`src/rtl/sysctl_pkg.sv`:
```
package sysctl_pkg;
  localparam logic [31:0] OFF_LOCK    = 32'h004;
  localparam logic [31:0] OFF_UNLOCK  = 32'h008;
  localparam logic [31:0] OFF_SYSRST  = 32'h200;
  localparam logic [31:0] OFF_CORE    = 32'h244;
  localparam logic [31:0] OFF_REBOOT  = 32'h258;
  localparam logic [31:0] OFF_IDENT   = 32'h530;
  localparam logic [31:0] OFF_RAMCTL  = 32'hA1C;

  localparam logic [31:0] KEY_OPEN  = 32'h0000_DF0D;
  localparam logic [31:0] KEY_CLOSE = 32'h0000_767B;

  localparam int CORE_STOP_BASE = 4;

  // writable bits of the reboot status word
  function automatic logic [31:0] reboot_mask(input int ncores);
    logic [31:0] m;
    m = 32'h0F00_0000;
    for (int n = 0; n < ncores; n++) m[31-n] = 1'b1;
    return m;
  endfunction

  // three 3-bit fields of the RAM timing word
  function automatic logic [31:0] ram_word(input logic [2:0] f);
    return (32'(f) << 16) | (32'(f) << 8) | 32'(f);
  endfunction

  function automatic logic [31:0] ident_word(input logic [3:0] rev,
                                              input logic [4:0] dev,
                                              input logic [11:0] mfr);
    return {rev, 11'b0, dev, mfr};
  endfunction

  // core register readback from output vectors
  function automatic logic [31:0] core_word(input logic [3:0] rst_bits,
                                             input logic [3:0] stop_bits);
    return (32'(stop_bits) << CORE_STOP_BASE) | 32'(rst_bits);
  endfunction
endpackage

```
`src/rtl/sysctl_lock.sv`:
```
module sysctl_lock (
  input  logic        clk,
  input  logic        rst_n,
  input  logic        soft_rst,
  input  logic        hit_open,
  input  logic        hit_close,
  input  logic [31:0] wdata,
  output logic        unlocked
);
  import sysctl_pkg::*;

  logic open_key, close_key;
  assign open_key  = hit_open  && (wdata == KEY_OPEN);
  assign close_key = hit_close && (wdata == KEY_CLOSE);

  always_ff @(posedge clk or negedge rst_n) begin
    if (!rst_n)         unlocked <= 1'b0;
    else if (soft_rst)  unlocked <= 1'b0;
    else if (open_key)  unlocked <= 1'b1;
    else if (close_key) unlocked <= 1'b0;
  end
endmodule

```
`src/rtl/sysctl_core_ctrl.sv`:
```
module sysctl_core_ctrl #(
  parameter int NCORES = 2
) (
  input  logic              clk,
  input  logic              rst_n,
  input  logic              soft_rst,
  input  logic              wr_en,
  input  logic [NCORES-1:0] wr_rst,
  input  logic [NCORES-1:0] wr_stop,
  output logic [NCORES-1:0] core_rst,
  output logic [NCORES-1:0] core_stop
);
  for (genvar n = 0; n < NCORES; n++) begin : g_core
    // core 0 boots running, others parked in reset with clock stopped
    localparam logic PARK = (n != 0);
    always_ff @(posedge clk or negedge rst_n) begin
      if (!rst_n) begin
        core_rst[n]  <= PARK;
        core_stop[n] <= PARK;
      end else if (soft_rst) begin
        core_rst[n]  <= PARK;
        core_stop[n] <= PARK;
      end else if (wr_en) begin
        core_rst[n]  <= wr_rst[n];
        core_stop[n] <= wr_stop[n];
      end
    end
  end
endmodule

```
`src/rtl/sysctl_regfile.sv`:
```
module sysctl_regfile #(
  parameter int          NCORES        = 2,
  parameter int          ADDR_W        = 12,
  parameter logic [4:0]  DEVICE_CODE   = 5'h1B,
  parameter logic [11:0] MFR_CODE      = 12'h093,
  parameter logic [3:0]  REVISION      = 4'h0,
  parameter logic [2:0]  RAM_FIELD_RST = 3'd1
) (
  input  logic              clk,
  input  logic              rst_n,
  input  logic [ADDR_W-1:0] bus_addr,
  input  logic              bus_we,
  input  logic [31:0]       bus_wdata,
  output logic [31:0]       bus_rdata,
  output logic              sys_rst_pulse,
  output logic [NCORES-1:0] core_rst,
  output logic [NCORES-1:0] core_stop
);
  import sysctl_pkg::*;

  localparam logic [ADDR_W-1:0] A_LOCK   = ADDR_W'(OFF_LOCK);
  localparam logic [ADDR_W-1:0] A_UNLOCK = ADDR_W'(OFF_UNLOCK);
  localparam logic [ADDR_W-1:0] A_SYSRST = ADDR_W'(OFF_SYSRST);
  localparam logic [ADDR_W-1:0] A_CORE   = ADDR_W'(OFF_CORE);
  localparam logic [ADDR_W-1:0] A_REBOOT = ADDR_W'(OFF_REBOOT);
  localparam logic [ADDR_W-1:0] A_IDENT  = ADDR_W'(OFF_IDENT);
  localparam logic [ADDR_W-1:0] A_RAMCTL = ADDR_W'(OFF_RAMCTL);

  localparam logic [31:0] REBOOT_MASK = reboot_mask(NCORES);
  localparam logic [31:0] RAM_MASK    = ram_word(3'b111);
  localparam logic [31:0] RAM_RST     = ram_word(RAM_FIELD_RST);
  localparam logic [31:0] IDENT_VAL   = ident_word(REVISION, DEVICE_CODE, MFR_CODE);

  // named internal events
  logic        unlocked;
  logic        soft_rst;
  logic        wr_ok;
  logic        hit_open, hit_close;
  logic        wr_sysrst, wr_core, wr_reboot, wr_ramctl;
  logic [31:0] reboot_q;
  logic [31:0] ramctl_q;
  logic [NCORES-1:0] wr_rst_bits, wr_stop_bits;

  assign hit_open  = bus_we && (bus_addr == A_UNLOCK);
  assign hit_close = bus_we && (bus_addr == A_LOCK);
  assign wr_ok     = bus_we && unlocked;
  assign wr_sysrst = wr_ok && (bus_addr == A_SYSRST);
  assign wr_core   = wr_ok && (bus_addr == A_CORE);
  assign wr_reboot = wr_ok && (bus_addr == A_REBOOT);
  assign wr_ramctl = wr_ok && (bus_addr == A_RAMCTL);
  assign soft_rst  = sys_rst_pulse;

  for (genvar n = 0; n < NCORES; n++) begin : g_wbits
    assign wr_rst_bits[n]  = bus_wdata[n];
    assign wr_stop_bits[n] = bus_wdata[CORE_STOP_BASE + n];
  end

  sysctl_lock u_lock (
    .clk       (clk),
    .rst_n     (rst_n),
    .soft_rst  (soft_rst),
    .hit_open  (hit_open),
    .hit_close (hit_close),
    .wdata     (bus_wdata),
    .unlocked  (unlocked)
  );

  sysctl_core_ctrl #(.NCORES(NCORES)) u_core (
    .clk       (clk),
    .rst_n     (rst_n),
    .soft_rst  (soft_rst),
    .wr_en     (wr_core),
    .wr_rst    (wr_rst_bits),
    .wr_stop   (wr_stop_bits),
    .core_rst  (core_rst),
    .core_stop (core_stop)
  );

  // system reset request: one cycle after the accepting write
  always_ff @(posedge clk or negedge rst_n) begin
    if (!rst_n) sys_rst_pulse <= 1'b0;
    else        sys_rst_pulse <= wr_sysrst && bus_wdata[0] && !sys_rst_pulse;
  end

  // reboot status: only power-on reset clears it
  always_ff @(posedge clk or negedge rst_n) begin
    if (!rst_n)         reboot_q <= '0;
    else if (wr_reboot) reboot_q <= bus_wdata & REBOOT_MASK;
  end

  always_ff @(posedge clk or negedge rst_n) begin
    if (!rst_n)         ramctl_q <= RAM_RST;
    else if (soft_rst)  ramctl_q <= RAM_RST;
    else if (wr_ramctl) ramctl_q <= bus_wdata & RAM_MASK;
  end

  logic [3:0] rst_pad, stop_pad;
  assign rst_pad  = 4'(core_rst);
  assign stop_pad = 4'(core_stop);

  always_comb begin
    case (bus_addr)
      A_CORE:   bus_rdata = core_word(rst_pad, stop_pad);
      A_REBOOT: bus_rdata = reboot_q;
      A_IDENT:  bus_rdata = IDENT_VAL;
      A_RAMCTL: bus_rdata = ramctl_q;
      default:  bus_rdata = '0;
    endcase
  end
endmodule

```
`config.mk`:
```
export PLATFORM = sky130hd
export DESIGN_NAME = sysctl_regfile
export DESIGN_NICKNAME = d
export VERILOG_FILES = /design/src/rtl/sysctl_pkg.sv /design/src/rtl/sysctl_lock.sv /design/src/rtl/sysctl_core_ctrl.sv /design/src/rtl/sysctl_regfile.sv
export SDC_FILE = /design/constraint.sdc
export NUM_CORES = 1
export LEC_CHECK = 0
export BUFFER_PORTS_ARGS = -buffer_cell sky130_fd_sc_hd__buf_2
export CAP_MARGIN = 20
export CELL_PAD_IN_SITES_DETAIL_PLACEMENT = 0
export CELL_PAD_IN_SITES_GLOBAL_PLACEMENT = 1
export CORE_MARGIN = 2
export CORE_UTILIZATION = 28
export CTS_CLUSTER_DIAMETER = 200
export DETAILED_ROUTE_END_ITERATION = 10
export PLACE_DENSITY_LB_ADDON = 0.1
export SETUP_SLACK_MARGIN = 0.2
export SLEW_MARGIN = 40
export SYNTH_ARGS = -nofsm -noshare
export SYNTH_HDL_FRONTEND = slang
export SYNTH_SLANG_ARGS = --single-unit
```
`constraint.sdc`:
```
create_clock -name clk -period 1.9 [get_ports clk]
set_input_delay 0.285 -clock clk [delete_from_list [all_inputs] [get_ports clk]]
set_output_delay 0.285 -clock clk [all_outputs]
set_load 0.01 [all_outputs]
```
# After elaboration in Yosys (flattened, before gate mapping)
# Index checks and enable logic that the tools add are counted.
# W data, S select, Z words.
[word_totals]
latch_bits = 0
inputBits = 47
ram_bits = 0
output_inout_bits = 37
register_bits = 44
n_memories = 0
mem_bits_ro = 0
[classes]
multipliers = 0
bitwise = 1
n_reduce_logical = 15
eq_ne = 9
mux = 14
div = 0
n_lt_le_gt_ge = 0
n_shift = 0
addsub = 0
[ops]
columns = ["cell", "count"]
rows = [
  ["$pmux W32 S4", 1],
  ["$mux W32", 2],
  ["$eq A12 B10 Y1 const B", 3],
  ["$eq A32 B15 Y1 const B", 1],
  ["$eq A32 B16 Y1 const B", 1],
  ["$eq A12 B11 Y1 const B", 1],
  ["$eq A12 B12 Y1 const B", 1],
  ["$eq A12 B3 Y1 const B", 1],
  ["$eq A12 B4 Y1 const B", 1],
  ["$logic_and A1 B1 Y1", 11],
  ["$mux W1", 11],
  ["$or A6 B2 Y6", 1],
  ["$reduce_bool A2 Y1", 2],
  ["$reduce_bool A3 Y1", 1],
  ["$logic_not A1 Y1", 1],
]

# Depth between registers and ports, before layout
[logic_depth]
depth_word = 6
mapped_depth = 5
mapped_depth_nobuf = 4

# Hierarchy
# Synthesis repeated with hierarchy kept, for this count alone.
[unflattened]
hier_cells = 146
hier_area_um2 = 1452.6
[modules_own_cells]
columns = ["module", "area_per_inst_um2", "seq_area_each_um2", "instances", "cells_each"]
rows = [
  ["sysctl_regfile", 1123.6, 404.1, 1, 115],
  ["sysctl_lock", 168.9, 25.0, 1, 19],
  ["sysctl_core_ctrl", 160.2, 102.6, 1, 12],
]

# Worst setup path after synthesis
# Ideal clock, no wire load.
[synth_path]
path_type = "input to output"
startpoint = "in bus_addr[2]"
endpoint = "out bus_rdata[0]"
path_stages = 4
t_arrival_ps = 1901
path_buffers = 0
path_slack_ps = -286
cell_sequence = "nor3_1 > nand3b_1 > nor4b_1 > a221o_1"
[synth_via]
elab_chain_len = 2
elab_cells_between_ends = 5
[synth_lines]
columns = ["element", "line", "text"]
rows = [
  ["from (decl)", "sysctl_regfile.sv:11", "input logic [ADDR_W-1:0] bus_addr,"],
  ["$eq A12 B12 Y1, or another cell as far along", "sysctl_regfile.sv:102", "case (bus_addr)"],
  ["$pmux W32 S4 (*)", "sysctl_regfile.sv:102", ""],
  ["to (decl)", "sysctl_regfile.sv:14", "output logic [31:0] bus_rdata,"],
]
# Mark *: on every way between the ends. The rest lies on a longest branch, timed or not.

# Worst setup path in the final report
[layout_path]
startpoint = "in bus_addr[7]"
endpoint = "out bus_rdata[0]"
# Same word-level chain as after synthesis.

==> results.txt <==
Total number of vias: 1,458
Residual DRC count: 0
Launch point of the worst reg-to-reg path: u_lock.unlocked
Final antenna diode count: 0
Total power: 0.0009087 W
Initial Utilization: 0.2959
Clock period minus final worst setup slack: 1.825 ns
Ports placed on the boundary: 84
Sequential cell area in the final layout: 531.8 sq um
Pwr dens: 429.0 nW/um^2
Critical Path AT: 1.54 ns
Remaining number of nets flagged by the antenna check after routing: 0
Number of synthesized flops with an enable pin: 0
Post-synthesis to final-layout area growth: 49.56%
Fraction of final layout cells sized beyond drive strength 1: 0.5106
Portion of the clock cycle consumed by the worst path in the final layout: 0.9607
First drt pass iteration count: 4
Site Rows: 25
Worst hold path startpoint: bus_wdata[25]
DPL Wire Length: 3.351 mm
Fin. Hold Viols: 0
Ranking of synthesized cells by instance count: dfrtp_1 (16), and2_1 (14), buf_4 (14), nand3_1 (11), o21ai_0 (10)
# setup viols final: 0
Routability congestion estimate: 0.8546
Max Transition Viols Final: 0
Setup repair after global routing missed its margin: true
Die Span Y: 75.12 um
Sequential share of the synthesized area: 0.3754
Area of the core: 4786 sq um
Routed metal-1 wirelength: 1.954 mm
Synth Warn #: 0
Syn avg cell area: 9.635 sq um
Depth of the CTS H-tree: 1
Classification of the worst-slack hold path: input port to flip-flop
Run status: complete, no violations
Top-count cell post-synth: dfrtp_1
Average via count per standard cell: 4.828
Wire length of the first global-routing pass: 6.624 mm
Fin Hold WS: 0.2539 ns
Cell area after placement: 1879 sq um
Wire length on met2: 2.081 mm
Critical path class: input port to primary output
Via count of the first global-routing pass: 1,391
Worst setup EP type: primary output
TritonCTS clock tree: built
Number of distinct library cell variants in the gate-level netlist after synthesis: 32
Routed length per placed instance: 14.42 um
Library cell occupying the most area in the post-synthesis netlist: dfrtp_1
Cells after Synth: 147
Uppermost layer routed: met4
Net total in the final layout: 283
Clock root buffer master: clkbuf_8
Number of antenna violations at the first check in global routing: 0
Fin area: 2118 sq um
WP data required: 1.62 ns
Number of I/O port buffers: 72
Mapped Area: 1416 sq um
Relative max-transition margin: 0.6664
Remaining Overflow, GRT: 0
Async S/R FF share, synth: 1.000
Lkg Pwr: 1.063 nW
Total Wirelength: 4.356 mm
Clock sink count: 21
Element type at the critical path start: input port
First DRT Iteration DRCs: 83
Slew at the pin closest to its max-slew limit: 0.5004 ns
Setup WS post-layout: 0.07469 ns
Total global routing track utilization: 0.1565
Met3 layer wire length in the routed design: 280 um
Maximum number of pins on one net before global-route repair: 22
Max cap viols: 0
Cell types occupying the most area after synthesis: dfrtp_1 (28%), dfstp_2 (9.3%), buf_4 (7.4%), mux2_4 (6.4%), and2_1 (6.2%)
Inserted Clock Buffers: 3
Worst slack after detailed placement: -0.04742 ns
Area of the die: 5643 sq um
Longest Clk Path Bufs: 2
Final-layout fill cell count: 490
Worst Setup SP: bus_addr[7]
#FFs+latches synth: 21
Dominant synthesized flop cell: dfrtp_1
Peak clock frequency supported by timing: 547.9 MHz
Area share of the leading cell type in the synthesized netlist: 0.2827
Largest fanout of any net on the critical path: 5
IR Drop Worst-Case VDD: 0.2692 mV
Clk slew on worst S/H paths: 0.09 ns
Worst-Skew Late Latency: 0.27 ns
Setup Skew: 0.003140 ns
Multi-input combinational cell area: 869.6 sq um
Die X: 75.12 um
## metrics by stage
| stage | std cells | util | TNS (ns) |
|---|---|---|---|
| 5_1_grt | 302 | 0.4426 | 0 |
| 3_3_place_gp | 290 | 0.3927 | -0.1701 |
| 2_1_floorplan | 157 | - | 0 |
| 3_5_place_dp | 290 | 0.3927 | -0.3403 |
| 4_1_cts | 297 | 0.4233 | 0 |
| 6_report | 302 | 0.4426 | 0 |
## routing by layer
metal,GRT usage,up-vias
met3,0.02276,4
met4,0.04563,0
met2,0.2534,59
met1,0.2174,697
li1,-,698
met5,0,-
## worst paths after layout
check | to | slack, ns | cells past startpoint
worst max-delay path | bus_rdata[0] | 0.07 | 5
worst min-delay path | reboot_q[25] | 0.25 | 2
worst max register to register | reboot_q[31] | 0.26 | 4
worst min register to register | ramctl_q[8] | 0.51 | 2
max in group asynchronous | ramctl_q[8] | 1.03 | 2
min in group asynchronous | reboot_q[31] | 0.50 | 2
## worst max-delay path, cell delays in order
cell      delay [ns]
buf_6           0.09
or4b_4          0.53
and4bb_4        0.36
a221o_1         0.15
buf_2           0.12
## sequential cells by signal, indices dropped and copies added (netlist names)
name / flops
ramctl_q: 9
reboot_q: 6
u_core.core_rst: 2
u_core.core_stop: 2
sys_rst_pulse: 1
u_lock.unlocked: 1
## power by group
group / internal [W] / leakage [nW] / switching (W)
clock: 0.000147 / 0.0255 / 0.000165
combinational: 0.0000705 / 0.777 / 0.0000755
sequential: 0.000450 / 0.260 / 0.00000118
## repair_timing
item / in CTS / in global routing
endpoints found under the setup margin: 21 / 28
pin swaps: 5 / 4
buffers inserted: 2 / 4
hold buffers: 1 / 0
resized for setup: 16 / 15
endpoints found under the hold margin: 16 / 0
gates cloned: 0 / 1
## cell type report
| type | count | share of cell area |
|---|---|---|
| timing repair buffer | 93 | 0.2770 |
| multi-input combinational | 117 | 0.4105 |
| clock inverter | 1 | 0.002363 |
| tap | 67 | 0.03957 |
| sequential | 21 | 0.2510 |
| clock buffer | 3 | 0.01949 |
## placed cells by master, fill, tap and decap left out, types with 6 or more instances in the layout
cell type,n
buf_4,19
a21oi_1,6
dfrtp_1,16
nand3_1,10
and2_1,12
conb_1,11
buf_2,62
nor4b_1,7
o21ai_0,10
buf_6,11
mux2_4,6
## cell families (layout without fill, tap and decap cells)
| logic type | Yosys count | after routing | synth area share |
|---|---|---|---|
| other | 1 | 11 | 0.002648 |
| flip-flops | 21 | 21 | 0.3754 |
| AND/OR/NAND/NOR | 76 | 76 | 0.3560 |
| AO/OA/AOI/OAI | 20 | 20 | 0.08127 |
| multiplexers | 10 | 10 | 0.09188 |
| buffers and inverters | 19 | 97 | 0.09275 |
(Power assumes the default switching activity.)
